`config.mk`:
```
export PLATFORM = sky130hd
export DESIGN_NAME = pix_cell
export DESIGN_NICKNAME = d
export VERILOG_FILES = /design/src/rtl/pix_cell_pkg.sv /design/src/rtl/pix_hit_latch.sv /design/src/rtl/pix_ts_reg.sv /design/src/rtl/pix_token_ctl.sv /design/src/rtl/pix_cell.sv
export SDC_FILE = /design/constraint.sdc
export NUM_CORES = 1
export LEC_CHECK = 0
export BUFFER_PORTS_ARGS = -buffer_cell sky130_fd_sc_hd__buf_2
export CAP_MARGIN = 5
export CORE_AREA = 2 2 39 41
export CTS_CLUSTER_DIAMETER = 150
export CTS_CLUSTER_SIZE = 25
export DETAILED_ROUTE_END_ITERATION = 7
export DIE_AREA = 0 0 41 43
export GPL_ROUTABILITY_DRIVEN = 0
export SLEW_MARGIN = 15
export SYNTH_ARGS = -nofsm -noshare
export SYNTH_HDL_FRONTEND = slang
export SYNTH_HIERARCHICAL = 1
export SYNTH_SLANG_ARGS = --single-unit
```
`constraint.sdc`:
```
create_clock -name clk -period 1.3 [get_ports clk]
set_input_delay 0.195 -clock clk [delete_from_list [all_inputs] [get_ports clk]]
set_output_delay 0.195 -clock clk [all_outputs]
set_load 0.02 [all_outputs]
```
`src/rtl/pix_cell_pkg.sv`:
```
// Package: shared constants for the pixel cell.
// Assumes: the matrix timestamp bus is CELL_TS_W bits wide.
package pix_cell_pkg;
    localparam int CELL_TS_W = 5;
endpackage

```
`src/rtl/pix_hit_latch.sv`:
```
// Module: one-hit-per-train latch.
// Sets on a discriminator pulse inside the detection window and is cleared
// by reset or by the token logic after a completed read. Clear wins over set.
module pix_hit_latch (
    input  logic clk,
    input  logic rst_n,
    input  logic det_phase_i,
    input  logic hit_i,
    input  logic clr_i,
    output logic hit_q
);
    logic set_w;

    // qualify the discriminator pulse with the detection window
    always_comb set_w = det_phase_i & hit_i;

    // latch state: reset, clear after read, then set
    always_ff @(posedge clk) begin
        if (!rst_n)      hit_q <= 1'b0;
        else if (clr_i)  hit_q <= 1'b0;
        else if (set_w)  hit_q <= 1'b1;
    end

    AST_NO_HIT_OUTSIDE: assert property (@(posedge clk) disable iff (!rst_n)
        (!det_phase_i && !hit_q) |=> !hit_q);
    AST_CLEAR_ON_READ: assert property (@(posedge clk) disable iff (!rst_n)
        clr_i |=> !hit_q);
endmodule

```
`src/rtl/pix_ts_reg.sv`:
```
// Module: per-pixel timestamp register.
// Follows the shared bus while no hit is stored, and freezes once the
// latch is set. The value captured is the bus at the hit-recording edge.
module pix_ts_reg #(
    parameter int TS_W = pix_cell_pkg::CELL_TS_W
) (
    input  logic            clk,
    input  logic            rst_n,
    input  logic            hold_i,
    input  logic [TS_W-1:0] ts_bus_i,
    output logic [TS_W-1:0] ts_q
);
    // track the bus until hold, then keep the value
    always_ff @(posedge clk) begin
        if (!rst_n)       ts_q <= '0;
        else if (!hold_i) ts_q <= ts_bus_i;
    end

    AST_TS_FROZEN: assert property (@(posedge clk) disable iff (!rst_n)
        hold_i |=> (ts_q == $past(ts_q)));
endmodule

```
`src/rtl/pix_token_ctl.sv`:
```
// Module: token catch/pass logic.
// An unhit cell forwards the token combinationally. A hit cell keeps it,
// drives its stamp and select lines, and requests a latch clear on rd_done.
// Assumes: rd_done from the periphery is meaningful only while owned.
module pix_token_ctl #(
    parameter int TS_W = pix_cell_pkg::CELL_TS_W
) (
    input  logic            tok_in_i,
    input  logic            hit_q_i,
    input  logic [TS_W-1:0] ts_q_i,
    input  logic            rd_done_i,
    output logic            tok_out_o,
    output logic            sel_x_o,
    output logic            sel_y_o,
    output logic [TS_W-1:0] ts_out_o,
    output logic            clr_o
);
    logic own_w;

    // ownership: token present and a hit stored
    always_comb own_w = tok_in_i & hit_q_i;

    // forward the token only when no hit is stored
    always_comb tok_out_o = tok_in_i & ~hit_q_i;

    // drive select lines and stamp only while owned
    always_comb begin
        sel_x_o  = own_w;
        sel_y_o  = own_w;
        ts_out_o = own_w ? ts_q_i : '0;
    end

    // release request after the periphery confirms the read
    always_comb clr_o = own_w & rd_done_i;

    always_comb begin
        if (!(tok_out_o && own_w)) begin end
        else AST_TOKEN_EXCL: assert (1'b0);
    end
endmodule

```
`src/rtl/pix_cell.sv`:
```
// Module: top of the pixel digital section.
// Couples the hit latch, timestamp register and token logic.
// Assumes: tok_in stays high while this cell owns the token.
module pix_cell #(
    parameter int TS_W = pix_cell_pkg::CELL_TS_W
) (
    input  logic            clk,
    input  logic            rst_n,
    input  logic            det_phase,
    input  logic            hit_in,
    input  logic [TS_W-1:0] ts_bus,
    input  logic            tok_in,
    input  logic            rd_done,
    output logic            tok_out,
    output logic            sel_x,
    output logic            sel_y,
    output logic [TS_W-1:0] ts_out
);
    logic            hit_q;
    logic            clr_w;
    logic [TS_W-1:0] ts_q;

    pix_hit_latch u_latch (
        .clk         (clk),
        .rst_n       (rst_n),
        .det_phase_i (det_phase),
        .hit_i       (hit_in),
        .clr_i       (clr_w),
        .hit_q       (hit_q)
    );

    pix_ts_reg #(.TS_W(TS_W)) u_ts (
        .clk      (clk),
        .rst_n    (rst_n),
        .hold_i   (hit_q),
        .ts_bus_i (ts_bus),
        .ts_q     (ts_q)
    );

    pix_token_ctl #(.TS_W(TS_W)) u_tok (
        .tok_in_i  (tok_in),
        .hit_q_i   (hit_q),
        .ts_q_i    (ts_q),
        .rd_done_i (rd_done),
        .tok_out_o (tok_out),
        .sel_x_o   (sel_x),
        .sel_y_o   (sel_y),
        .ts_out_o  (ts_out),
        .clr_o     (clr_w)
    );

    AST_QUIET_NO_TOKEN: assert property (@(posedge clk) disable iff (!rst_n)
        !tok_in |-> (ts_out == '0 && !sel_x && !sel_y && !tok_out));
    AST_SEL_PAIR: assert property (@(posedge clk) disable iff (!rst_n)
        sel_x == sel_y);
    AST_PASS_NO_SEL: assert property (@(posedge clk) disable iff (!rst_n)
        tok_out |-> !sel_x);
endmodule

```
* Yosys cells after proc, flatten, opt, wreduce, memory -nomap -nowiden
Cells that the tools add are included. W data, S select, Z words.
Word-level totals: flip-flop bits (word level) 6, latch bits 0, RAM bits 0, ROM bits 0, input bits 11, output and inout bits 8, word-level logic and storage cells 10, memories 0
Operators by class: add/sub/neg operators 0, $mul 0, divide/modulo/power cells 0, $lt $le $gt $ge 0, eq/ne operators 0, shifts and indexed selects 0, muxes and demuxes 1, bitwise logic cells 6, reduce and logical (&&, ||, !) cells 1
Operators with widths (number):
- $mux W5 | 1
- $and A1 B1 Y1 | 4
- $not A1 Y1 | 2
- $reduce_or A2 Y1 | 1

* Depth between registers and ports, before layout
Gate-level depths: netlist of the first run.
depth after elaboration 3, depth in mapped cells 3, depth with buffers taken out 2

* Cells and area by module
Netlist of the first run, hierarchy kept.
By module, submodules not included:
- pix_ts_reg | instances 1, cells an instance 16, area an instance 192.7 sq um, sequential area each 100.1 sq um
- pix_token_ctl | instances 1, cells an instance 9, area an instance 58.8 sq um, sequential area each 0.0 sq um
- pix_hit_latch | instances 1, cells an instance 3, area an instance 37.5 sq um, sequential area each 20.0 sq um

* Least setup slack after synthesis of the first run
OpenSTA, ideal clock, no wires.
path kind reg-to-output, from register u_latch.hit_q, to output port sel_y, data arrival time 806 ps, data required time 1105 ps, path slack 299 ps, cell stages (with the launch flop) 3, buffers on the path 1, cell sequence dfxtp_1 and2_2 buf_4
Between the ends: longest elaborated chain between the ends 1
Ends and longest elaborated chain:
- start: declaration | line pix_hit_latch.sv:10 | output logic hit_q
- start signal: assignment | line pix_hit_latch.sv:19 | if (!rst_n) hit_q <= 1'b0;
- start signal: assignment | line pix_hit_latch.sv:20 | else if (clr_i) hit_q <= 1'b0;
- start signal: assignment | line pix_hit_latch.sv:21 | else if (set_w) hit_q <= 1'b1;
- $and A1 B1 Y1 | line pix_token_ctl.sv:21 | always_comb own_w = tok_in_i & hit_q_i;
- end: declaration | line pix_cell.sv:16 | output logic sel_y,
Every way passes these cells.

* Worst setup path after layout of the first run
from register u_latch.hit_q, to output port ts_out[3]
Between the ends: longest elaborated chain between the ends 2
Ends and longest elaborated chain:
- $and A1 B1 Y1 | line pix_token_ctl.sv:21
- $mux W5 | line pix_token_ctl.sv:30 | ts_out_o = own_w ? ts_q_i : '0;
- end: declaration | line pix_cell.sv:17 | output logic [TS_W-1:0] ts_out
Every way passes these cells.

==> flow_summary.yaml, run 1 <==
synth:
  ys_seq_area_share_pct: 41.56
  ys_types: 9
  synth_cells: 28
  synth_fp_nets: 39
  ys_seq_elements: 6
  syn_area_sq_um: 289.0
  yosys_warnings: 6
  syn-mean-instance-area_sq_um: 10.32
routing:
  wl_microns: 551
  via_per_inst: 3.954
  route.met2.wl_microns: 236
  top_layer: "met3"
  first_pass_iters: 3
  drt-initial-drc-count: 1
  wl_met3_microns: 62
  routed_wire_length_per_instance_microns: 8.477
  wl_met1_microns: 252
  ant_nets: 0
  drc: 0
  vias: 257
cells_and_area:
  nets: 62
  multi_input_area_sq_um: 150.1
  diodes: 0
  fillers: 151
  final_cell_mix: "18 x buf_2, 6 x dfxtp_1, 6 x and3_1, 6 x nor2b_1, 5 x mux2i_1"
  seq_area_sq_um: 120.1
  syn_to_final_growth_pct: 45.89
  final_common_cell: "buf_2"
  drive_above_1_share_pct: 51.02
setup_path:
  required_ns: 1.11
  critPathKind: "register to output pin"
  critPathMaxFanout: 9
  r2r-start: "u_latch/hit_q$_SDFFE_PP0P_"
  critPathArrivalTime_ns: 1.02
  start_kind: "register"
  cp-startpoint: "u_latch/hit_q$_SDFFE_PP0P_"
  endpoint_kind: "output pin"
floorplanning:
  die-area_sq_mm: 0.001763
  die_h_microns: 43
  core-area_sq_mm: 0.001384
  rows: 14
  start_util_pct: 20.89
  io_pins: 19
  dieWidth_microns: 41
power:
  power_density_mw_per_mm2: 1066
  finalPower_mw: 0.4495
  vdd_ir_drop_max_mv: 0.3492
  leakage_nw: 0.2301
min_path:
  min_from: "ts_bus[3]"
  min_path_type: "input pin to register"
place:
  port_buffers: 18
sta:
  hold_violations: 0
  post-route-min-period_ns: 1.217
  slew_violations: 0
  setup_tns_ns: 0
  worstMarginPinSlew_ns: 0.1183
  rsz0062_at_grt: "no"
  fin_crit_sh_pct: 93.63
  setup_viol: 0
  fmax_mhz: 821.6
  skew_ns: 0.001418
  slew_headroom_pct: 91.89
clocking:
  cts-buffers-inserted: 3
  clk_pin_slew_ns: 0.04
  cts.sinks: 6
  cts-htree-levels: 1
  insertion_delay_ns: 0.24
  cts-root-buf: "clkbuf_4"
  cts_tree: "yes"
  cts_setup_buffers: 0
  clockBufferDepth: 2
global_route:
  grt_overflow_total: 0
  grt_use_total_pct: 8.434
  grt_max_degree: 10
  grt_pass1_vias: 221
  grt_pass1_wl_microns: 876
  antenna_found_initial: 0
outcome:
  status: "complete, no violations"
flow_run:
  cap_violations: 0
==> per-stage QoR <==
stage	hold WS (ns)	util [%]	instances	setup slack, ns	cell area [sq um]
after detailed placement	0.4545	28.57	62	0.3223	395.4
after global routing	0.2084	30.47	65	0.005570	421.7
after global placement	0.4539	28.57	62	0.3175	395.4
final	0.2095	30.47	65	0.08286	421.7
after CTS	0.1998	30.20	65	0.04724	417.9
after floorplan	0.3232	-	28	0.2987	289.0
==> synthesized netlist by cell type <==
master	instances	share of area (%)
a21oi_1	1	1.7
and2_2	1	2.6
and3_1	6	13
buf_4	1	2.6
buf_6	1	3.9
dfxtp_1	6	42
mux2i_1	5	17
nor2b_1	6	13
nor3b_2	1	4.3
==> critical path, cell delays in order (launching register included) <==
cell	delay [ns]
dfxtp_1	0.33
buf_6	0.14
and3_1	0.15
buf_2	0.16
==> report_power, final <==
part           switching [mW]  total [mW]  internal (mW)
clock network          0.0642       0.168          0.104
registers             0.00566       0.203          0.198
logic                  0.0364      0.0776         0.0413
total                   0.106       0.449          0.343
==> path summary, 6_finish.rpt <==
check	to	slack (ns)	depth (start not counted)
setup / recovery	ts_out[3]	0.08	3
hold / removal	u_ts/ts_q[3]$_SDFFE_PN0N_	0.21	3
setup reg to reg	u_latch/hit_q$_SDFFE_PP0P_	0.48	3
hold reg to reg	u_ts/ts_q[0]$_SDFFE_PN0N_	0.51	2
==> logic make-up (layout without fill, tap and decap cells) <==
logic type	count (synthesis)	after routing	share of synthesized area [%]
AND/OR/NAND/NOR	14	14	32.90
multiplexers	5	5	17.32
AO/OA/AOI/OAI	1	1	1.730
flip-flops	6	6	41.56
buffers and inverters	2	23	6.494
==> area by class of cell <==
type                            instances  share of cell area, %
Multi-Input combinational cell         20                  35.61
Clock buffer                            3                  5.341
Timing Repair Buffer                   20                  25.82
Tap cell                               16                  4.748
Sequential cell                         6                  28.49
==> registers in the layout, summed over array words and instances (netlist names) <==
signal         flops
u_ts/ts_q          5
u_latch/hit_q      1
==> repair_timing <==
item	in CTS	in global routing
endpoints found under the hold margin	0	0
endpoints found under the setup margin	0	4
gates resized for setup	0	1
hold buffers	0	0
==> layer usage <==
metal | vias up | GRT usage (%)
li1 | 142 | -
met1 | 105 | 8.039
met2 | 10 | 10.63
met3 | 0 | 8.377
met4 | 0 | 6.000
met5 | - | 0
Note: power is estimated with default switching activity, not from simulation.
==> run 2: changes to the inputs <==
BUFFER_PORTS_ARGS = default   (was -buffer_cell sky130_fd_sc_hd__buf_2)
DONT_BUFFER_PORTS = 1   (was default)
==> run 2 against run 1 <==
  * Clock skew about the same
  * Maximum frequency rose by 4.9%
  * Power down 5.1%
  * Via count shrank 22%
  * Critical path depth down 2
  * Register-to-register slack got worse by 0.10 ns
  * Largest cell class unchanged
  * Critical endpoint is now tok_out
  * Hold slack worse by 0.12 ns
  * First-iteration DRC count rose to 3.0 times the previous value
==> flow_summary.yaml, run 2 (synthesis gave the netlist of run 1 again) <==
cells_and_area:
  final_cell_mix: "6 x nor2b_1, 5 x mux2i_1, 5 x dfxtp_1"
  post-route-util_pct: 24.05
  nets: 44
  largest_reg_flops: 5
  top_regs: "u_ts/ts_q x5, u_latch/hit_q x1"
  final_common_cell: "nor2b_1"
  syn_to_final_growth_pct: 15.15
  final_area_sq_um: 332.8
  fin_cells: 47
  diodes: 0
  drive_above_1_share_pct: 35.48
  top_register: "u_ts/ts_q"
routing:
  top_layer: "met3"
  wl_microns: 588
  drt-initial-drc-count: 3
  route.met2.wl_microns: 288
  drc: 0
  ant_nets: 0
  routed_wire_length_per_instance_microns: 12.51
  wl_met3_microns: 103
  via_per_inst: 4.277
  vias: 201
  first_pass_iters: 3
  wl_met1_microns: 195
setup_path:
  path_cells: "nor2b_1"
  crit_family: "flip-flops"
  worst_path_max_delay_cell: "dfxtp_2"
  start_kind: "register"
  crit_path_max_incr_delay_ns: 0.36
  critPathKind: "register to output pin"
  worst-path-buf-inv: 0
  critPathArrivalTime_ns: 0.97
  critPathMaxFanout: 11
  endpoint_kind: "output pin"
  required_ns: 1.11
floorplanning:
  start_util_pct: 20.89
  io_pins: 19
  rows: 14
  dieWidth_microns: 41
  die-area_sq_mm: 0.001763
  core-area_sq_mm: 0.001384
  die_h_microns: 43
place:
  place_ws_ns: 0.2560
  place_area_sq_um: 305.3
  place_inst: 44
  port_buffers: 0
  hpwlAfterDp_microns: 442
flow_run:
  cap_violations: 0
sta:
  worstMarginPinSlew_ns: 0.4124
  setup_viol: 0
  fin_crit_sh_pct: 89.26
  whs_ns: 0.08508
  slew_headroom_pct: 72.45
  post-route-min-period_ns: 1.160
  skew_ns: 0.0009659
  fmax_mhz: 861.8
  slew_violations: 0
  worst_slack_ns: 0.1396
  rsz0062_at_grt: "no"
  setup_tns_ns: 0
  hold_violations: 0
power:
  clkPwrFrac_pct: 39.8
  vdd_ir_drop_max_mv: 0.3620
  p_seq_share_pct: 48.8
  power_density_mw_per_mm2: 1282
  p_int_mw: 0.3276
  switching_power_mw: 0.09888
  finalPower_mw: 0.4265
  comb_power_share_pct: 11.4
  leakage_nw: 0.1461
  switching_share_pct: 23.18
clocking:
  cts-root-buf: "clkbuf_4"
  clk_pin_slew_ns: 0.04
  cts.sinks: 6
  ctsHoldBuffers: 0
  clockBufferDepth: 2
  insertion_delay_ns: 0.24
  cts_tree: "yes"
  cts-buffers-inserted: 3
  cts-htree-levels: 1
global_route:
  antenna_found_initial: 0
  grt_pass1_wl_microns: 966
  grt_overflow_total: 0
  grt_pass1_vias: 229
  grt_max_degree: 12
  grt_use_total_pct: 9.045
outcome:
  status: "complete, no violations"
min_path:
  min_path_type: "input pin to register"
-- run 2: cell types whose count changed in the layout (fill, tap and decap cells not counted) --
cell and delta:
buf_2 -18, dfxtp_1 -1, dfxtp_2 +1, buf_4 +1, buf_6 -1, and3_2 +3, and3_1 -3
-- run 2: final timing paths --
kind,start,to,slack (ns),cells past startpoint
worst max-delay path,u_latch/hit_q$_SDFFE_PP0P_,tok_out,0.14,1
worst min-delay path,rst_n,u_ts/ts_q[4]$_SDFFE_PN0N_,0.09,1
worst max register to register,u_latch/hit_q$_SDFFE_PP0P_,u_ts/ts_q[2]$_SDFFE_PN0N_,0.38,3
worst min register to register,u_ts/ts_q[0]$_SDFFE_PN0N_,u_ts/ts_q[0]$_SDFFE_PN0N_,0.51,2
-- run 2: final cells by class --
class / count / area, sq um
timing repair buffer: 2 / 15.01
clock buffer: 3 / 22.52
sequential: 6 / 121.4
tap: 16 / 20.02
multi-input combinational: 20 / 153.9
fill: 157 / 1051
-- run 2: power by group through the flow --
stage / logic, mW / registers (mW) / clock network (mW)
2_1_floorplan: 0.0468 / 0.208 / 0
3_3_place_gp: 0.0478 / 0.211 / 0
3_5_place_dp: 0.0487 / 0.211 / 0
4_1_cts: 0.0492 / 0.208 / 0.184
5_1_grt: 0.0542 / 0.210 / 0.196
6_report: 0.0487 / 0.208 / 0.170
-- run 2: what timing repair did --
action,4_1_cts,5_1_grt
gates resized for setup,4,0
buffers inserted,0,0
endpoints found under the setup margin,7,0
-- run 2: routing by layer --
layer / vias up / track usage (%)
li1: 101 / -
met1: 91 / 7.419
met2: 9 / 12.50
met3: 0 / 7.853
met4: 0 / 8.000
met5: - / 0
